### src/rtl/rdf_pkg.sv
package rdf_pkg;

   typedef enum logic [1:0] {
      LVL_NONE   = 2'd0,
      LVL_UNI_BC = 2'd1,
      LVL_MCAST  = 2'd2,
      LVL_ALL    = 2'd3
   } level_e;

   typedef struct packed {
      logic [2:0] spare;
      logic       part_cmp;
      logic       take_runt;
      logic       take_reset;
      level_e     level;
   } mode_t;

endpackage

### src/rtl/rdf_cfg_regs.sv
module rdf_cfg_regs #(
   parameter int ADDR_BYTES = 6,
   parameter int CFG_AW     = 4,
   parameter int STA_BASE   = 8,
   parameter int MODE_OFS   = 5
) (
   input  logic                        clk,
   input  logic                        rst_n,
   input  logic                        cfg_we,
   input  logic [CFG_AW-1:0]           cfg_addr,
   input  logic [7:0]                  cfg_wdata,
   output logic [ADDR_BYTES-1:0][7:0]  sta,
   output logic [7:0]                  mode_reg
);

   localparam int SPAN = 1 << CFG_AW;

   if (STA_BASE + ADDR_BYTES > SPAN) begin : g_bad_span
      $error("station address does not fit the register space");
   end
   if (MODE_OFS >= STA_BASE && MODE_OFS < STA_BASE + ADDR_BYTES) begin : g_bad_mode
      $error("mode offset overlaps station address");
   end

   for (genvar i = 0; i < ADDR_BYTES; i++) begin : g_sta
      always_ff @(posedge clk) begin
         if (!rst_n)
            sta[i] <= '0;
         else if (cfg_we && cfg_addr == CFG_AW'(STA_BASE + i))
            sta[i] <= cfg_wdata;
      end
   end

   always_ff @(posedge clk) begin
      if (!rst_n)
         mode_reg <= '0;
      else if (cfg_we && cfg_addr == CFG_AW'(MODE_OFS))
         mode_reg <= cfg_wdata;
   end

endmodule

### src/rtl/rdf_addr_match.sv
module rdf_addr_match #(
   parameter int ADDR_BYTES = 6,
   parameter int PART_BYTES = 5
) (
   input  logic                        clk,
   input  logic                        rst_n,
   input  logic                        da_valid,
   input  logic                        da_first,
   input  logic [7:0]                  da_byte,
   input  logic [ADDR_BYTES-1:0][7:0]  sta,
   input  logic                        part_en,
   output logic                        own_hit,
   output logic                        bcast_hit,
   output logic                        mcast_hit
);

   localparam int CW = $clog2(ADDR_BYTES + 1);

   if (PART_BYTES >= ADDR_BYTES || PART_BYTES < 0) begin : g_bad_part
      $error("partial match width must be below the address width");
   end

   logic [CW-1:0]         cnt_q;
   logic [CW-1:0]         cur_idx;
   logic [ADDR_BYTES-1:0] eq_q;
   logic                  bc_q;
   logic                  mc_q;
   logic                  complete;
   logic                  own_full;

   assign cur_idx = da_first ? '0 : cnt_q;

   for (genvar i = 0; i < ADDR_BYTES; i++) begin : g_cmp
      always_ff @(posedge clk) begin
         if (!rst_n)
            eq_q[i] <= 1'b0;
         else if (da_valid && cur_idx == CW'(i))
            eq_q[i] <= (da_byte == sta[i]);
         else if (da_valid && da_first)
            eq_q[i] <= 1'b0;
      end
   end

   always_ff @(posedge clk) begin
      if (!rst_n) begin
         cnt_q <= '0;
         bc_q  <= 1'b0;
         mc_q  <= 1'b0;
      end else if (da_valid && da_first) begin
         cnt_q <= CW'(1);
         bc_q  <= (da_byte == 8'hFF);
         mc_q  <= da_byte[0];
      end else if (da_valid && cnt_q < CW'(ADDR_BYTES)) begin
         cnt_q <= cnt_q + CW'(1);
         bc_q  <= bc_q & (da_byte == 8'hFF);
      end
   end

   assign complete  = (cnt_q == CW'(ADDR_BYTES));
   assign own_full  = complete & (&eq_q);
   assign bcast_hit = complete & bc_q;
   assign mcast_hit = (cnt_q != '0) & mc_q;

   if (PART_BYTES > 0) begin : g_part
      logic own_part;
      assign own_part = complete & (&eq_q[PART_BYTES-1:0]);
      assign own_hit  = part_en ? own_part : own_full;
   end else begin : g_full_only
      assign own_hit = own_full;
   end

endmodule

### src/rtl/rdf_decide.sv
module rdf_decide
   import rdf_pkg::*;
#(
   parameter int LEN_W   = 11,
   parameter int MIN_LEN = 64
) (
   input  logic             clk,
   input  logic             rst_n,
   input  mode_t            mode,
   input  logic             own_hit,
   input  logic             bcast_hit,
   input  logic             mcast_hit,
   input  logic             eof_valid,
   input  logic [LEN_W-1:0] eof_len,
   input  logic             eof_crc_ok,
   input  logic             eof_reset_frm,
   output logic             accept,
   output logic             reject,
   output logic             good_pkt,
   output logic             runt_evt,
   output logic             reset_evt
);

   if (MIN_LEN >= (1 << LEN_W)) begin : g_bad_len
      $error("runt threshold does not fit the length field");
   end

   logic addr_pass;
   logic is_runt;
   logic take;

   always_comb begin
      unique case (mode.level)
         LVL_NONE:   addr_pass = 1'b0;
         LVL_UNI_BC: addr_pass = own_hit | bcast_hit;
         LVL_MCAST:  addr_pass = own_hit | bcast_hit | mcast_hit;
         LVL_ALL:    addr_pass = 1'b1;
         default:    addr_pass = 1'b0;
      endcase
   end

   assign is_runt = (eof_len < LEN_W'(MIN_LEN));
   assign take    = addr_pass & (~is_runt | mode.take_runt)
                              & (~eof_reset_frm | mode.take_reset);

   always_ff @(posedge clk) begin
      if (!rst_n) begin
         accept    <= 1'b0;
         reject    <= 1'b0;
         good_pkt  <= 1'b0;
         runt_evt  <= 1'b0;
         reset_evt <= 1'b0;
      end else begin
         accept    <= eof_valid & take;
         reject    <= eof_valid & ~take;
         good_pkt  <= eof_valid & take & eof_crc_ok;
         runt_evt  <= eof_valid & is_runt;
         reset_evt <= eof_valid & take & eof_reset_frm;
      end
   end

endmodule

### src/rtl/rx_dest_filter.sv
module rx_dest_filter
   import rdf_pkg::*;
#(
   parameter int ADDR_BYTES = 6,
   parameter int PART_BYTES = 5,
   parameter int MIN_LEN    = 64,
   parameter int LEN_W      = 11,
   parameter int CFG_AW     = 4,
   parameter int STA_BASE   = 8,
   parameter int MODE_OFS   = 5
) (
   input  logic              clk,
   input  logic              rst_n,
   input  logic              cfg_we,
   input  logic [CFG_AW-1:0] cfg_addr,
   input  logic [7:0]        cfg_wdata,
   input  logic              da_valid,
   input  logic              da_first,
   input  logic [7:0]        da_byte,
   input  logic              eof_valid,
   input  logic [LEN_W-1:0]  eof_len,
   input  logic              eof_crc_ok,
   input  logic              eof_reset_frm,
   output logic              accept,
   output logic              reject,
   output logic              good_pkt,
   output logic              runt_evt,
   output logic              reset_evt
);

   logic [ADDR_BYTES-1:0][7:0] sta;
   logic [7:0]                 mode_reg;
   mode_t                      mode_q;
   logic [1:0]                 lvl_q;
   logic                       own_hit;
   logic                       bcast_hit;
   logic                       mcast_hit;

   rdf_cfg_regs #(
      .ADDR_BYTES(ADDR_BYTES), .CFG_AW(CFG_AW),
      .STA_BASE(STA_BASE), .MODE_OFS(MODE_OFS)
   ) u_regs (
      .clk(clk), .rst_n(rst_n), .cfg_we(cfg_we), .cfg_addr(cfg_addr),
      .cfg_wdata(cfg_wdata), .sta(sta), .mode_reg(mode_reg)
   );

   // mode is latched when a frame begins
   always_ff @(posedge clk) begin
      if (!rst_n)
         mode_q <= mode_t'(8'h00);
      else if (da_valid && da_first)
         mode_q <= mode_t'(mode_reg);
   end

   assign lvl_q = mode_q.level;

   rdf_addr_match #(
      .ADDR_BYTES(ADDR_BYTES), .PART_BYTES(PART_BYTES)
   ) u_match (
      .clk(clk), .rst_n(rst_n), .da_valid(da_valid), .da_first(da_first),
      .da_byte(da_byte), .sta(sta), .part_en(mode_q.part_cmp),
      .own_hit(own_hit), .bcast_hit(bcast_hit), .mcast_hit(mcast_hit)
   );

   rdf_decide #(
      .LEN_W(LEN_W), .MIN_LEN(MIN_LEN)
   ) u_decide (
      .clk(clk), .rst_n(rst_n), .mode(mode_q), .own_hit(own_hit),
      .bcast_hit(bcast_hit), .mcast_hit(mcast_hit), .eof_valid(eof_valid),
      .eof_len(eof_len), .eof_crc_ok(eof_crc_ok), .eof_reset_frm(eof_reset_frm),
      .accept(accept), .reject(reject), .good_pkt(good_pkt),
      .runt_evt(runt_evt), .reset_evt(reset_evt)
   );

endmodule

### config.mk
export PLATFORM = sky130hd
export DESIGN_NAME = rx_dest_filter
export DESIGN_NICKNAME = d
export VERILOG_FILES = /design/src/rtl/rdf_pkg.sv /design/src/rtl/rdf_cfg_regs.sv /design/src/rtl/rdf_addr_match.sv /design/src/rtl/rdf_decide.sv /design/src/rtl/rx_dest_filter.sv
export SDC_FILE = /design/constraint.sdc
export NUM_CORES = 1
export LEC_CHECK = 0
export ABC_CLOCK_PERIOD_IN_PS = 1750
export BUFFER_PORTS_ARGS = -buffer_cell sky130_fd_sc_hd__buf_2
export CAP_MARGIN = 20
export CORE_ASPECT_RATIO = 1.25
export CORE_UTILIZATION = 50
export DETAILED_ROUTE_END_ITERATION = 6
export GPL_TIMING_DRIVEN = 0
export HOLD_SLACK_MARGIN = 0.15
export PLACE_DENSITY = 0.7
export SLEW_MARGIN = 20
export SYNTH_ARGS = -nofsm -noshare
export SYNTH_HDL_FRONTEND = slang
export SYNTH_SLANG_ARGS = --single-unit
### constraint.sdc
create_clock -name clk -period 1.75 [get_ports clk]
set_input_delay 0.35 -clock clk [delete_from_list [all_inputs] [get_ports clk]]
set_output_delay 0.35 -clock clk [all_outputs]
set_load 0.01 [all_outputs]
* Word-level counts from Yosys, hierarchy flattened
Cells that the tools add are included.
** Word-level totals
- Register bits :: 74
- Input port bits :: 39
- Output and inout port bits :: 5
- Logic and storage cells :: 114
** Operators by class
- Add/sub/neg operators :: 1
- Order comparisons :: 2
- Equal/unequal tests :: 23
- Mux-type cells :: 14
- Bitwise gates (word level) :: 20
- Reduce and logical (&&, ||, !) cells :: 28
** Operator list (count)
- equality test 8 bit :: 6
- equality test 4 bit (second input constant) :: 6
- logical AND 1 bit :: 15
- nonzero test 2 bit :: 7
- AND 1 bit :: 12
- two-way mux 1 bit :: 12
- less-than comparator 11 x 7 -> 1 bit (second input constant) :: 1
- equality test 3 bit (second input constant) :: 3
- equality test 8 bit (second input constant) :: 1
- equality test 3 x 2 -> 1 bit (second input constant) :: 2
- AND reduction 6 bit :: 1
- AND reduction 5 bit :: 1
- equality test 2 bit (second input constant) :: 2
- equality test 4 x 3 -> 1 bit (second input constant) :: 1
- NOT 1 bit :: 4
- OR 1 bit :: 4
- one-hot mux 1 bit (4 select lines) :: 1
- adder 3 x 1 -> 3 bit (second input constant) :: 1
- equality test 3 x 1 -> 1 bit (second input constant) :: 1
- zero test 3 bit :: 1
- less-than comparator 3 bit (second input constant) :: 1
- two-way mux 3 bit :: 1
- nonzero test 3 bit :: 1
- equality test 2 x 1 -> 1 bit (second input constant) :: 1
- 2 further kinds :: 2

* Longest topological paths before layout
Gate-level depths: netlist of run 1.
- Depth after elaboration :: 10
- Gate-level depth with buffers :: 7
- Depth with buffers taken out :: 6

* Hierarchy
Synthesis of run 1 repeated with hierarchy kept, for this count alone.
** Unflattened totals
- Cell total of the unflattened synthesis :: 405
- Area, all modules :: 3814.9 um^2
** Modules (own cells, without submodules)
- rdf_cfg_regs :: instances 1, cells an instance 198, area each 2092.0 um^2, seq. area each 1121.1 um^2
- rdf_addr_match :: instances 1, cells an instance 148, area each 1151.1 um^2, seq. area each 220.2 um^2
- rx_dest_filter :: instances 1, cells an instance 38, area each 359.1 um^2, seq. area each 160.2 um^2
- rdf_decide :: instances 1, cells an instance 21, area each 212.7 um^2, seq. area each 100.1 um^2

* Worst setup path before layout of run 1
Ideal clock, no wire load.
- Kind :: flip-flop to flip-flop
- Start :: register u_match.cnt_q[0]
- End :: register u_decide.reject
- Library setup time :: 0.058 ns
- Arrival :: 1.530 ns
- Required time :: 1.692 ns
- Path slack :: 0.163 ns
- Cell stages (with the launch flop) :: 8
- Buffers on the path :: 1
- Period minus slack after synthesis :: 1.587 ns
- Cell sequence :: dfxtp_1 -> clkbuf_1 -> inv_1 -> ha_1 -> nand2b_1 -> a21o_1 -> a211oi_1 -> o21ba_2
** On the way
- Cells in the longest elaborated chain, start to end :: 10
- Elaborated cells on any way between the ends :: 14
- Classes of those cells :: 1 x eq/ne; 2 x mux; 10 x bitwise; 1 x reduce/logical
** RTL lines
- start, declared :: RTL line rdf_addr_match.sv:23 : logic [CW-1:0] cnt_q;
- start signal, assigned :: RTL line rdf_addr_match.sv:54 : cnt_q <= cnt_q + CW'(1);
- equality test 3 bit :: RTL line rdf_addr_match.sv:59 : assign complete = (cnt_q == CW'(ADDR_BYTES));
- AND 1 bit (on tied branches) :: RTL line rdf_addr_match.sv:60, rdf_addr_match.sv:66
- two-way mux 1 bit :: RTL line rdf_addr_match.sv:67 : assign own_hit = part_en ? own_part : own_full;
- OR 1 bit :: RTL line rdf_decide.sv:35, rdf_decide.sv:36
- OR 1 bit :: RTL line rdf_decide.sv:36 : LVL_MCAST: addr_pass = own_hit | bcast_hit | mcast_hit;
- one-hot mux 1 bit (4 select lines) (*) :: RTL line rdf_decide.sv:33 : unique case (mode.level)
- AND 1 bit (*) :: RTL line rdf_decide.sv:43 : assign take = addr_pass & (~is_runt | mode.take_runt)
- AND 1 bit (*) :: RTL line rdf_decide.sv:44 : & (~eof_reset_frm | mode.take_reset);
- NOT 1 bit (*) :: RTL line rdf_decide.sv:55 : reject <= eof_valid & ~take;
- AND 1 bit (*) :: RTL line rdf_decide.sv:55
- end signal, assigned :: RTL line rdf_decide.sv:55
- end, declared :: RTL line rdf_decide.sv:18 : output logic reject,
Every way passes the cells marked *; elsewhere a longest branch is shown, timed or not.
A chain may end at the register's enable or synchronous reset.

* Worst setup path after layout of run 1
- Start :: register u_match.cnt_q[0]
- End :: register u_decide.reset_evt
** On the way
- Cells in the longest elaborated chain, start to end :: 10
- Elaborated cells on any way between the ends :: 14
- Classes of those cells :: 1 x eq/ne; 2 x mux; 10 x bitwise; 1 x reduce/logical
** RTL lines
- equality test 3 bit :: RTL line rdf_addr_match.sv:59
- AND 1 bit (on tied branches) :: RTL line rdf_addr_match.sv:60, rdf_addr_match.sv:66
- two-way mux 1 bit :: RTL line rdf_addr_match.sv:67
- OR 1 bit :: RTL line rdf_decide.sv:35, rdf_decide.sv:36
- OR 1 bit :: RTL line rdf_decide.sv:36
- one-hot mux 1 bit (4 select lines) (*) :: RTL line rdf_decide.sv:33
- AND 1 bit (*) :: RTL line rdf_decide.sv:43
- AND 1 bit (*) :: RTL line rdf_decide.sv:44
- AND 1 bit (*) (2 in series) :: RTL line rdf_decide.sv:58 : reset_evt <= eof_valid & take & eof_reset_frm;
- end signal, assigned :: RTL line rdf_decide.sv:58
- end, declared :: RTL line rdf_decide.sv:21 : output logic reset_evt
Marked as above.

==> results of run 1 <==
==> metrics by stage <==
stage	setup TNS, ps	power (W)	hold WS [ps]	util [%]
floorplan	0	0.00197	428	-
global route	0	0.00396	169	59.3
detailed placement	-431	0.00209	459	55.4
finish	0	0.00382	163	59.3
CTS	0	0.00383	158	59.2
global placement	-365	0.00209	449	55.4
==> area by class of cell <==
type                            count  share of cell area [%]
Clock inverter                      5                    3.04
Multi-Input combinational cell    273                    48.6
Clock buffer                       11                    3.44
Buffer                             21                    2.16
Timing Repair Buffer               28                    3.41
Inverter                            6                   0.547
Tap cell                           90                    2.74
Sequential cell                    74                    36.0
==> per-layer routing <==
layer  track usage [%]  vias to the layer above  wire length (um)
li1                  -                     1354                 -
met1              31.3                     1311              3790
met2              40.1                       63              4150
met3              4.81                       13               372
met4              9.29                        0               148
met5                 0                        -                 0
==> cell families after synthesis <==
logic type | Yosys count | share of synthesized area (%)
and+or+nand+nor | 138 | 22.4
DFF | 74 | 41.3
xor gates and xnor gates | 50 | 12.2
muxes | 45 | 12.6
AOI/OAI and AO/OA | 37 | 7.26
buffers and inverters | 28 | 3.21
adders and majority gates | 3 | 1.05
==> repair_timing <==
| action | 4_1_cts | 5_1_grt |
|---|---|---|
| endpoints found under the hold margin | 0 | 0 |
| endpoints found under the setup margin | 4 | 4 |
| gates resized for setup | 0 | 3 |
| pin swaps | 0 | 0 |
==> worst paths after layout <==
kind         slack [ps]              from            endpoint  cells past startpoint
max                 180  u_match.cnt_q[0]  u_decide.reset_evt                      6
max reg2reg         180  u_match.cnt_q[0]  u_decide.reset_evt                      6
min reg2reg         470         mode_q[3]           mode_q[3]                      2
min                 160        eof_len[9]   u_decide.runt_evt                      2
==> cell usage after synthesis (3+ instances only) <==
master	number	share of area, %
nor2_1	4	0.42
nor4b_1	3	0.73
dfxtp_1	74	41
o21ai_0	8	1.1
nor3_1	5	0.70
ha_1	3	1.0
nand4_1	12	2.1
nand2_1	30	3.1
clkbuf_1	18	1.9
a21boi_0	16	3.3
a21oi_1	3	0.42
nor4_1	6	1.0
mux2i_1	45	13
nand3_1	17	2.4
nor2b_1	46	8.0
inv_1	6	0.63
xor2_1	32	7.8
xnor2_1	18	4.4
==> critical path: stages (launching register included) <==
cell and delay, ps:
dfxtp_2 440, inv_1 130, ha_1 230, nor2b_1 110, o22a_1 160, o211ai_2 120, nor4b_1 290
==> power by group through the flow <==
stage	Combinational, W	Sequential (W)	Clock, W
after global routing	0.000358	0.00173	0.00187
final	0.000330	0.00173	0.00176
after global placement	0.000328	0.00176	0
after CTS	0.000330	0.00173	0.00178
after detailed placement	0.000332	0.00176	0
after floorplan	0.000211	0.00176	0
==> flow_metrics.py, run 1 <==
metrics = {
    "sta": {
        "rsz0062_at_grt": "false",
        "fin_ws_ps": 178,
        "hold_viol_final": 0,
        "slew_viol_final": 0,
        "fmax_mhz": 636,
        "worst_slew_pin_slew_ps": 694,
        "final.min_clock_period_ps": 1570,
        "final.period_utilization_pct": 89.8,
        "setup_viol": 0,
        "worst_slew_margin_rel_pct": 53.8,
        "skew_ps": 6.44,
    },
    "pwr": {
        "ir_drop_v": 0.000736,
        "combPwrFrac_pct": 8.6,
        "p_leak_nw": 1.68,
        "switching_share_pct": 22.4,
        "power.internal_w": 0.00296,
        "p_per_area_mw_per_mm2": 929,
        "pwr-share-seq_pct": 45.3,
        "p_switching_w": 0.000856,
        "pwr-share-clk_pct": 46.1,
    },
    "final_layout": {
        "syn2layout_area_growth_pct": 14.7,
        "largest_reg_flops": 48,
        "mostFrequentLayoutCell": "dfxtp_1",
        "drive_gt1_share_pct": 14.1,
        "mostFrequentLayoutCells": "dfxtp_1, nor2b_1, mux2i_1",
        "regArea_mm2": 0.00148,
        "layoutNonFillerInstCount": 508,
        "num-fill-cells": 614,
        "n_antenna_cell": 0,
        "multiInputGateArea_mm2": 0.00200,
        "finalNetCount": 455,
        "design_area_mm2": 0.00412,
    },
    "clock_tree": {
        "cts_hold_buf": 0,
        "cts_setup_buffers": 0,
        "tritoncts": "done",
        "cts_root_buffer": "clkbuf_8",
        "cts-buffers-inserted": 9,
        "cts_num_sinks": 74,
        "insertion_delay_ps": 350,
        "path_clk_slew_ps": 80,
        "cts-htree-levels": 3,
        "cts_buffer_depth": 2,
    },
    "floorplan": {
        "ios": 44,
        "start_util_pct": 51.7,
        "fp.coreArea_mm2": 0.00693,
        "fp.dieH_um": 96.7,
        "fp.dieArea_mm2": 0.00752,
        "row_count": 34,
        "die_w_um": 77.8,
    },
    "grt": {
        "antenna_found_initial": 0,
        "grt_first_pass_wirelength_um": 13700,
        "grt_use_total_pct": 24.4,
        "grt_max_degree": 13,
        "grt_pass1_vias": 2668,
        "overflow": 0,
    },
    "route": {
        "drc": 0,
        "drtIter0Drc": 123,
        "drt-vias-per-instance": 5.40,
        "wl_um": 8460,
        "dr.pass1.iters": 4,
        "dr_total_vias": 2741,
        "postRouteAntennaNets": 0,
        "routedWlPerCell_um": 16.6,
    },
    "logic_synthesis": {
        "ys_types": 41,
        "ys_ff_latch": 74,
        "synth-seq-area-share_pct": 41.3,
        "synth.cell_area_mm2": 0.00359,
        "ys_warn_count": 0,
        "synth-edff-count": 0,
        "synthArstFlopShare_pct": 0,
        "ys.flop_type": "dfxtp_1",
        "avgSynthCellArea_um2": 9.57,
        "syn_inst": 375,
        "syn-num-nets": 417,
    },
    "placed_design": {
        "dp_cells": 493,
        "portBuffers": 28,
        "dp_slack_ps": -125,
        "dp_hpwl_um": 5780,
        "place.gp.congestion": 0.847,
        "place_area_mm2": 0.00384,
    },
    "setup_path": {
        "critPathKind": "reg -> reg",
        "cp.arrival_ps": 1830,
        "critPathCaptureType": "flop",
        "start_kind": "flop",
        "path_max_fanout": 10,
        "worst_ep_required_time_ps": 2010,
    },
    "status": {
        "run_status": "completed",
    },
    "job": {
        "cap_violations": 0,
    },
    "worst_hold_path": {
        "hold_path_class": "in -> reg",
    },
}
Power figures use the tool's default switching activity.
==> inputs of run 2 (changes only) <==
--- a/config.mk
+++ b/config.mk
@@ -5,6 +5,7 @@
 export SDC_FILE = /design/constraint.sdc
 export NUM_CORES = 1
 export LEC_CHECK = 0
+export ABC_AREA = 1
 export ABC_CLOCK_PERIOD_IN_PS = 1750
 export BUFFER_PORTS_ARGS = -buffer_cell sky130_fd_sc_hd__buf_2
 export CAP_MARGIN = 20
==> flow_metrics.py, run 2 <==
metrics = {
    "clock_tree": {
        "cts_root_buffer": "clkbuf_8",
        "path_clk_slew_ps": 80,
        "ctsResizeCount": 0,
        "cts-htree-levels": 3,
        "cts-buffers-inserted": 9,
        "cts_buffer_depth": 2,
        "insertion_delay_ps": 350,
        "tritoncts": "done",
        "cts_setup_buffers": 0,
        "cts_num_sinks": 74,
        "cts_hold_buf": 0,
    },
    "setup_path": {
        "critPathKind": "reg -> reg",
        "r2r_start": "u_match.cnt_q[1]",
        "path_max_fanout": 8,
        "start_kind": "flop",
        "critPathCaptureType": "flop",
        "r2r-end": "u_decide.good_pkt",
        "reg2regPathDepth": 7,
        "reg2reg_slack_ps": 400,
        "cp.arrival_ps": 1650,
        "worst_ep_required_time_ps": 2050,
    },
    "logic_synthesis": {
        "yosys.area.top_type": "dfxtp_1",
        "synth_commonest_cells": "nor2_1, dfxtp_1, nand2_1, o21ai_0, inv_1",
        "synth_top_area_share_pct": 42.4,
        "ys_warn_count": 0,
        "synth-seq-area-share_pct": 42.4,
        "avgSynthCellArea_um2": 7.06,
        "ys.flop_type": "dfxtp_1",
        "syn-num-nets": 537,
        "synthArstFlopShare_pct": 0,
        "syn_inst": 495,
        "synth.cell_area_mm2": 0.00350,
        "netlist_top_cells_area": "dfxtp_1, nor2_1, o21ai_0",
        "ys_types": 30,
        "yosysMostFrequentCell": "nor2_1",
        "synth-edff-count": 0,
        "ys_ff_latch": 74,
    },
    "route": {
        "drt-vias-per-instance": 5.15,
        "drc": 0,
        "wl_um": 8760,
        "drtIter0Drc": 143,
        "dr.pass1.iters": 4,
        "postRouteAntennaNets": 0,
        "routedWlPerCell_um": 14.0,
        "dr_total_vias": 3230,
    },
    "sta": {
        "fmax_mhz": 738,
        "skew_ps": 10.2,
        "setup_viol": 0,
        "hold_viol_final": 0,
        "rsz0062_at_grt": "false",
        "final.period_utilization_pct": 77.4,
        "worst_slew_margin_rel_pct": 69.0,
        "worst_slew_pin_slew_ps": 464,
        "final.min_clock_period_ps": 1350,
        "setup-tns-final_ps": 0,
        "slew_viol_final": 0,
    },
    "final_layout": {
        "mostFrequentLayoutCells": "nor2_1, dfxtp_1, nand2_1",
        "finalNetCount": 577,
        "syn2layout_area_growth_pct": 13.1,
        "drive_gt1_share_pct": 12.4,
        "n_antenna_cell": 0,
        "layoutNonFillerInstCount": 627,
        "largest_reg_flops": 48,
        "mostFrequentLayoutCell": "nor2_1",
    },
    "pwr": {
        "p_per_area_mw_per_mm2": 876,
        "p_leak_nw": 1.68,
        "ir_drop_v": 0.000470,
    },
    "worst_hold_path": {
        "holdPathEnd": "u_decide.good_pkt",
        "hold_path_class": "in -> reg",
        "hp-start": "eof_crc_ok",
        "min_path_cells": 3,
    },
    "grt": {
        "overflow": 0,
        "grt_use_total_pct": 26.0,
        "antenna_found_initial": 0,
        "grt_pass1_vias": 2968,
        "grt_max_degree": 14,
        "grt_first_pass_wirelength_um": 14400,
    },
    "placed_design": {
        "place.gp.congestion": 0.913,
        "dp_cells": 611,
        "dp_hpwl_um": 6530,
        "portBuffers": 29,
    },
    "floorplan": {
        "fp.coreArea_mm2": 0.00665,
        "fp.dieH_um": 95.5,
        "row_count": 33,
        "fp.dieArea_mm2": 0.00733,
        "start_util_pct": 52.6,
        "ios": 44,
        "die_w_um": 76.8,
    },
    "job": {
        "cap_violations": 0,
    },
    "status": {
        "run_status": "completed",
    },
}
-- run 2: cell types whose count changed in the layout (fill, tap and decap cells not counted), sizes merged, moves of 11 or more --
cell,change
o21ai,+62
xor2,-23
nand2,+39
a21oi,+28
a21boi,-15
inv,+46
clkbuf,-11
nor2,+110
mux2i,-45
nor2b,-46
-- run 2: cell families (layout without fill, tap and decap cells) --
| logic type | Yosys count | after routing | share of synthesized area, % |
|---|---|---|---|
| DFF | 74 | 74 | 42.4 |
| AOI/OAI and AO/OA | 109 | 109 | 16.0 |
| buffers and inverters | 68 | 113 | 8.12 |
| and+or+nand+nor | 215 | 215 | 26.0 |
| xor gates and xnor gates | 26 | 26 | 6.51 |
| adders and majority gates | 3 | 3 | 1.07 |
-- run 2: where the power goes --
part / leakage [nW] / switching (W) / internal (W) / total (W)
logic: 0.985 / 0.000236 / 0.000126 / 0.000362
clock network: 0.0962 / 0.000649 / 0.000705 / 0.00135
registers: 0.600 / 0.0000258 / 0.00172 / 0.00175
total: 1.68 / 0.000911 / 0.00255 / 0.00347
-- run 2: layout make-up --
cell class	instances	area (um2)
fillers	651	2690
multi-input cells	353	1730
flip-flops and latches	74	1480
inverters	51	191
repair buffers	29	145
clock buffers	11	141
well taps	87	109
plain buffers	17	92.6
clock inverters	5	62.6
-- run 2: worst max-delay path by stage --
stage	from	to	slack, ps	depth (start not counted)
floorplan	cfg_addr[2]	u_regs.sta[29]	550	7
global placement	da_valid	u_match.eq_q[4]	260	8
detailed placement	da_valid	u_match.eq_q[4]	230	8
CTS	u_match.cnt_q[1]	u_decide.reset_evt	370	7
global route	u_match.cnt_q[1]	u_decide.reset_evt	240	7
finish	u_match.cnt_q[1]	u_decide.good_pkt	400	7
-- run 2: stage by stage --
stage	setup WS (ps)	area [um2]	power [W]	util, %	hold slack (ps)
5_1_grt	244	3960	0.00361	59.5	212
3_5_place_dp	235	3750	0.00215	56.4	455
3_3_place_gp	261	3750	0.00214	56.4	448
6_report	395	3960	0.00347	59.5	200
2_1_floorplan	550	3500	0.00202	-	436
4_1_cts	370	3960	0.00349	59.5	193
-- run 2: metal layers --
metal	vias to the layer above	share of wire, %	global-route usage, %
li1	1661	-	-
met1	1458	43	31.7
met2	93	49	44.3
met3	18	5.4	3.16
met4	0	2.5	14.7
met5	-	0	0
-- run 2: worst max-delay path: stages (launching register included) --
cell      delay (ps)
dfxtp_1          470
inv_1             80
ha_1             190
a21boi_0         160
o21ai_0           90
nand2_1          100
nand3_1          120
nor2_1           100
==> inputs of run 3 (changes only) <==
--- a/config.mk
+++ b/config.mk
@@ -6,7 +6,7 @@
 export NUM_CORES = 1
 export LEC_CHECK = 0
 export ABC_AREA = 1
-export ABC_CLOCK_PERIOD_IN_PS = 1750
+export ABC_CLOCK_PERIOD_IN_PS = 1200
 export BUFFER_PORTS_ARGS = -buffer_cell sky130_fd_sc_hd__buf_2
 export CAP_MARGIN = 20
 export CORE_ASPECT_RATIO = 1.25
@@ -14,7 +14,7 @@
 export DETAILED_ROUTE_END_ITERATION = 6
 export GPL_TIMING_DRIVEN = 0
 export HOLD_SLACK_MARGIN = 0.15
-export PLACE_DENSITY = 0.7
+export PLACE_DENSITY = 0.73
 export SLEW_MARGIN = 20
 export SYNTH_ARGS = -nofsm -noshare
 export SYNTH_HDL_FRONTEND = slang
==> constraint.sdc (replaced) <==
create_clock -name clk -period 1.2 [get_ports clk]
set_input_delay 0.24 -clock clk [delete_from_list [all_inputs] [get_ports clk]]
set_output_delay 0.24 -clock clk [all_outputs]
set_load 0.01 [all_outputs]
==> flow_metrics.py, run 3 (synthesis results as in run 2) <==
metrics = {
    "floorplan": {
        "fp.dieH_um": 95.5,
        "ios": 44,
        "die_w_um": 76.8,
        "fp.dieArea_mm2": 0.00733,
        "fp.coreArea_mm2": 0.00665,
        "row_count": 33,
        "start_util_pct": 52.6,
    },
    "setup_path": {
        "critPathKind": "reg -> reg",
        "worst_ep_required_time_ps": 1490,
        "critPathCaptureType": "flop",
        "cp.arrival_ps": 1490,
        "start_kind": "flop",
        "path_max_fanout": 5,
    },
    "grt": {
        "grt_pass1_vias": 3111,
        "overflow": 0,
        "grt_use_total_pct": 27.9,
        "grt_max_degree": 13,
        "grt_first_pass_wirelength_um": 15300,
        "antenna_found_initial": 0,
    },
    "route": {
        "drt-vias-per-instance": 5.31,
        "drc": 0,
        "postRouteAntennaNets": 0,
        "drtIter0Drc": 219,
        "dr_total_vias": 3359,
        "dr.pass1.iters": 5,
        "wl_um": 9570,
        "routedWlPerCell_um": 15.1,
    },
    "sta": {
        "final.min_clock_period_ps": 1200,
        "rsz0062_at_grt": "true",
        "fmax_mhz": 835,
        "setup-tns-final_ps": 0,
        "worst_slew_pin_slew_ps": 513,
        "skew_ps": 7.33,
        "final.period_utilization_pct": 99.8,
        "setup_viol": 0,
        "slew_viol_final": 0,
        "hold_viol_final": 0,
        "worst_slew_margin_rel_pct": 65.8,
    },
    "final_layout": {
        "syn2layout_area_growth_pct": 17.6,
        "largest_reg_flops": 48,
        "final_util_pct": 61.9,
        "layoutNonFillerInstCount": 633,
        "mostFrequentLayoutCell": "nor2_1",
        "drive_gt1_share_pct": 15.8,
        "mostFrequentLayoutCells": "nor2_1, dfxtp_1, o21ai_0",
        "finalNetCount": 583,
        "n_antenna_cell": 0,
    },
    "clock_tree": {
        "tritoncts": "done",
        "cts-buffers-inserted": 9,
        "cts-htree-levels": 3,
        "path_clk_slew_ps": 70,
        "cts_num_sinks": 74,
        "cts_root_buffer": "clkbuf_8",
        "insertion_delay_ps": 360,
        "cts_buffer_depth": 2,
    },
    "pwr": {
        "p_per_area_mw_per_mm2": 1390,
        "ir_drop_v": 0.000798,
        "p_leak_nw": 1.75,
    },
    "job": {
        "cap_violations": 0,
    },
    "worst_hold_path": {
        "hold_path_class": "in -> reg",
    },
    "status": {
        "run_status": "completed",
    },
    "placed_design": {
        "dp_hpwl_um": 6620,
        "portBuffers": 29,
        "dp_cells": 611,
        "place.gp.congestion": 0.867,
    },
}
run 3: cell types whose count changed in the layout (fill, tap and decap cells not counted), moves of 2 or more:
cell | before | now
a21oi_1 | 31 | 29
buf_4 | 1 | 5
nor3_1 | 8 | 6
dfxtp_1 | 74 | 71
nand2_1 | 69 | 66
dfxtp_2 | 0 | 2
nor3_2 | 0 | 2
bufinv_16 | 1 | 4
dlygate4sd3_1 | 0 | 2
nand2_2 | 0 | 3
a21oi_2 | 0 | 2
clkinvlp_4 | 2 | 0
run 3: metal layers:
layer | routed length, um | up-vias | track usage (%)
met5 | 0 | - | 0
met4 | 415 | 0 | 15.2
met3 | 548 | 31 | 4.98
met2 | 4570 | 129 | 49.3
met1 | 4040 | 1523 | 32.1
li1 | - | 1676 | -
run 3: power breakdown:
| part | leakage (nW) | switching [W] | internal (W) |
|---|---|---|---|
| combinational | 1.01 | 0.000373 | 0.000205 |
| sequential | 0.601 | 0.0000396 | 0.00251 |
| clock | 0.134 | 0.000928 | 0.00165 |
run 3: repair_timing:
item                       4_1_cts  5_1_grt
setup endpoints to repair        5       12
pin swaps                        5        7
resized for setup                9        9
hold buffers                     2        0
hold endpoints to repair         2        0
setup buffers                    4        0
run 3: final cells by class:
cell class / instances / area, um2
multi-input cells: 353 / 1770
repair buffers: 35 / 195
fillers: 616 / 2530
flip-flops and latches: 74 / 1490
well taps: 87 / 109
clock inverters: 5 / 125
inverters: 51 / 191
clock buffers: 11 / 141
plain buffers: 17 / 92.6
run 3: path summary, 6_finish.rpt:
path               startpoint                end  slack, ps  cells past startpoint
max          u_match.cnt_q[1]    u_match.eq_q[4]          3                      7
min                 eof_valid  u_decide.runt_evt        160                      3
max reg2reg  u_match.cnt_q[1]    u_match.eq_q[4]          3                      7
min reg2reg    u_regs.sta[43]     u_regs.sta[43]        470                      2
run 3: metrics by stage:
step	power [W]	setup WS, ps	area (um2)	hold slack [ps]
5_1_grt	0.00590	-82.6	4110	173
3_5_place_dp	0.00314	-182	3750	453
4_1_cts	0.00569	5.88	4080	165
2_1_floorplan	0.00294	46.8	3500	352
6_report	0.00571	2.91	4110	162
3_3_place_gp	0.00313	-170	3750	450
run 3: worst max-delay path, stage by stage (launching register included):
cell,delay (ps)
dfxtp_4,370
nand2_1,110
nand2_1,100
nor3_1,250
nand2_1,110
nand2_1,70
inv_1,30
a21oi_1,90
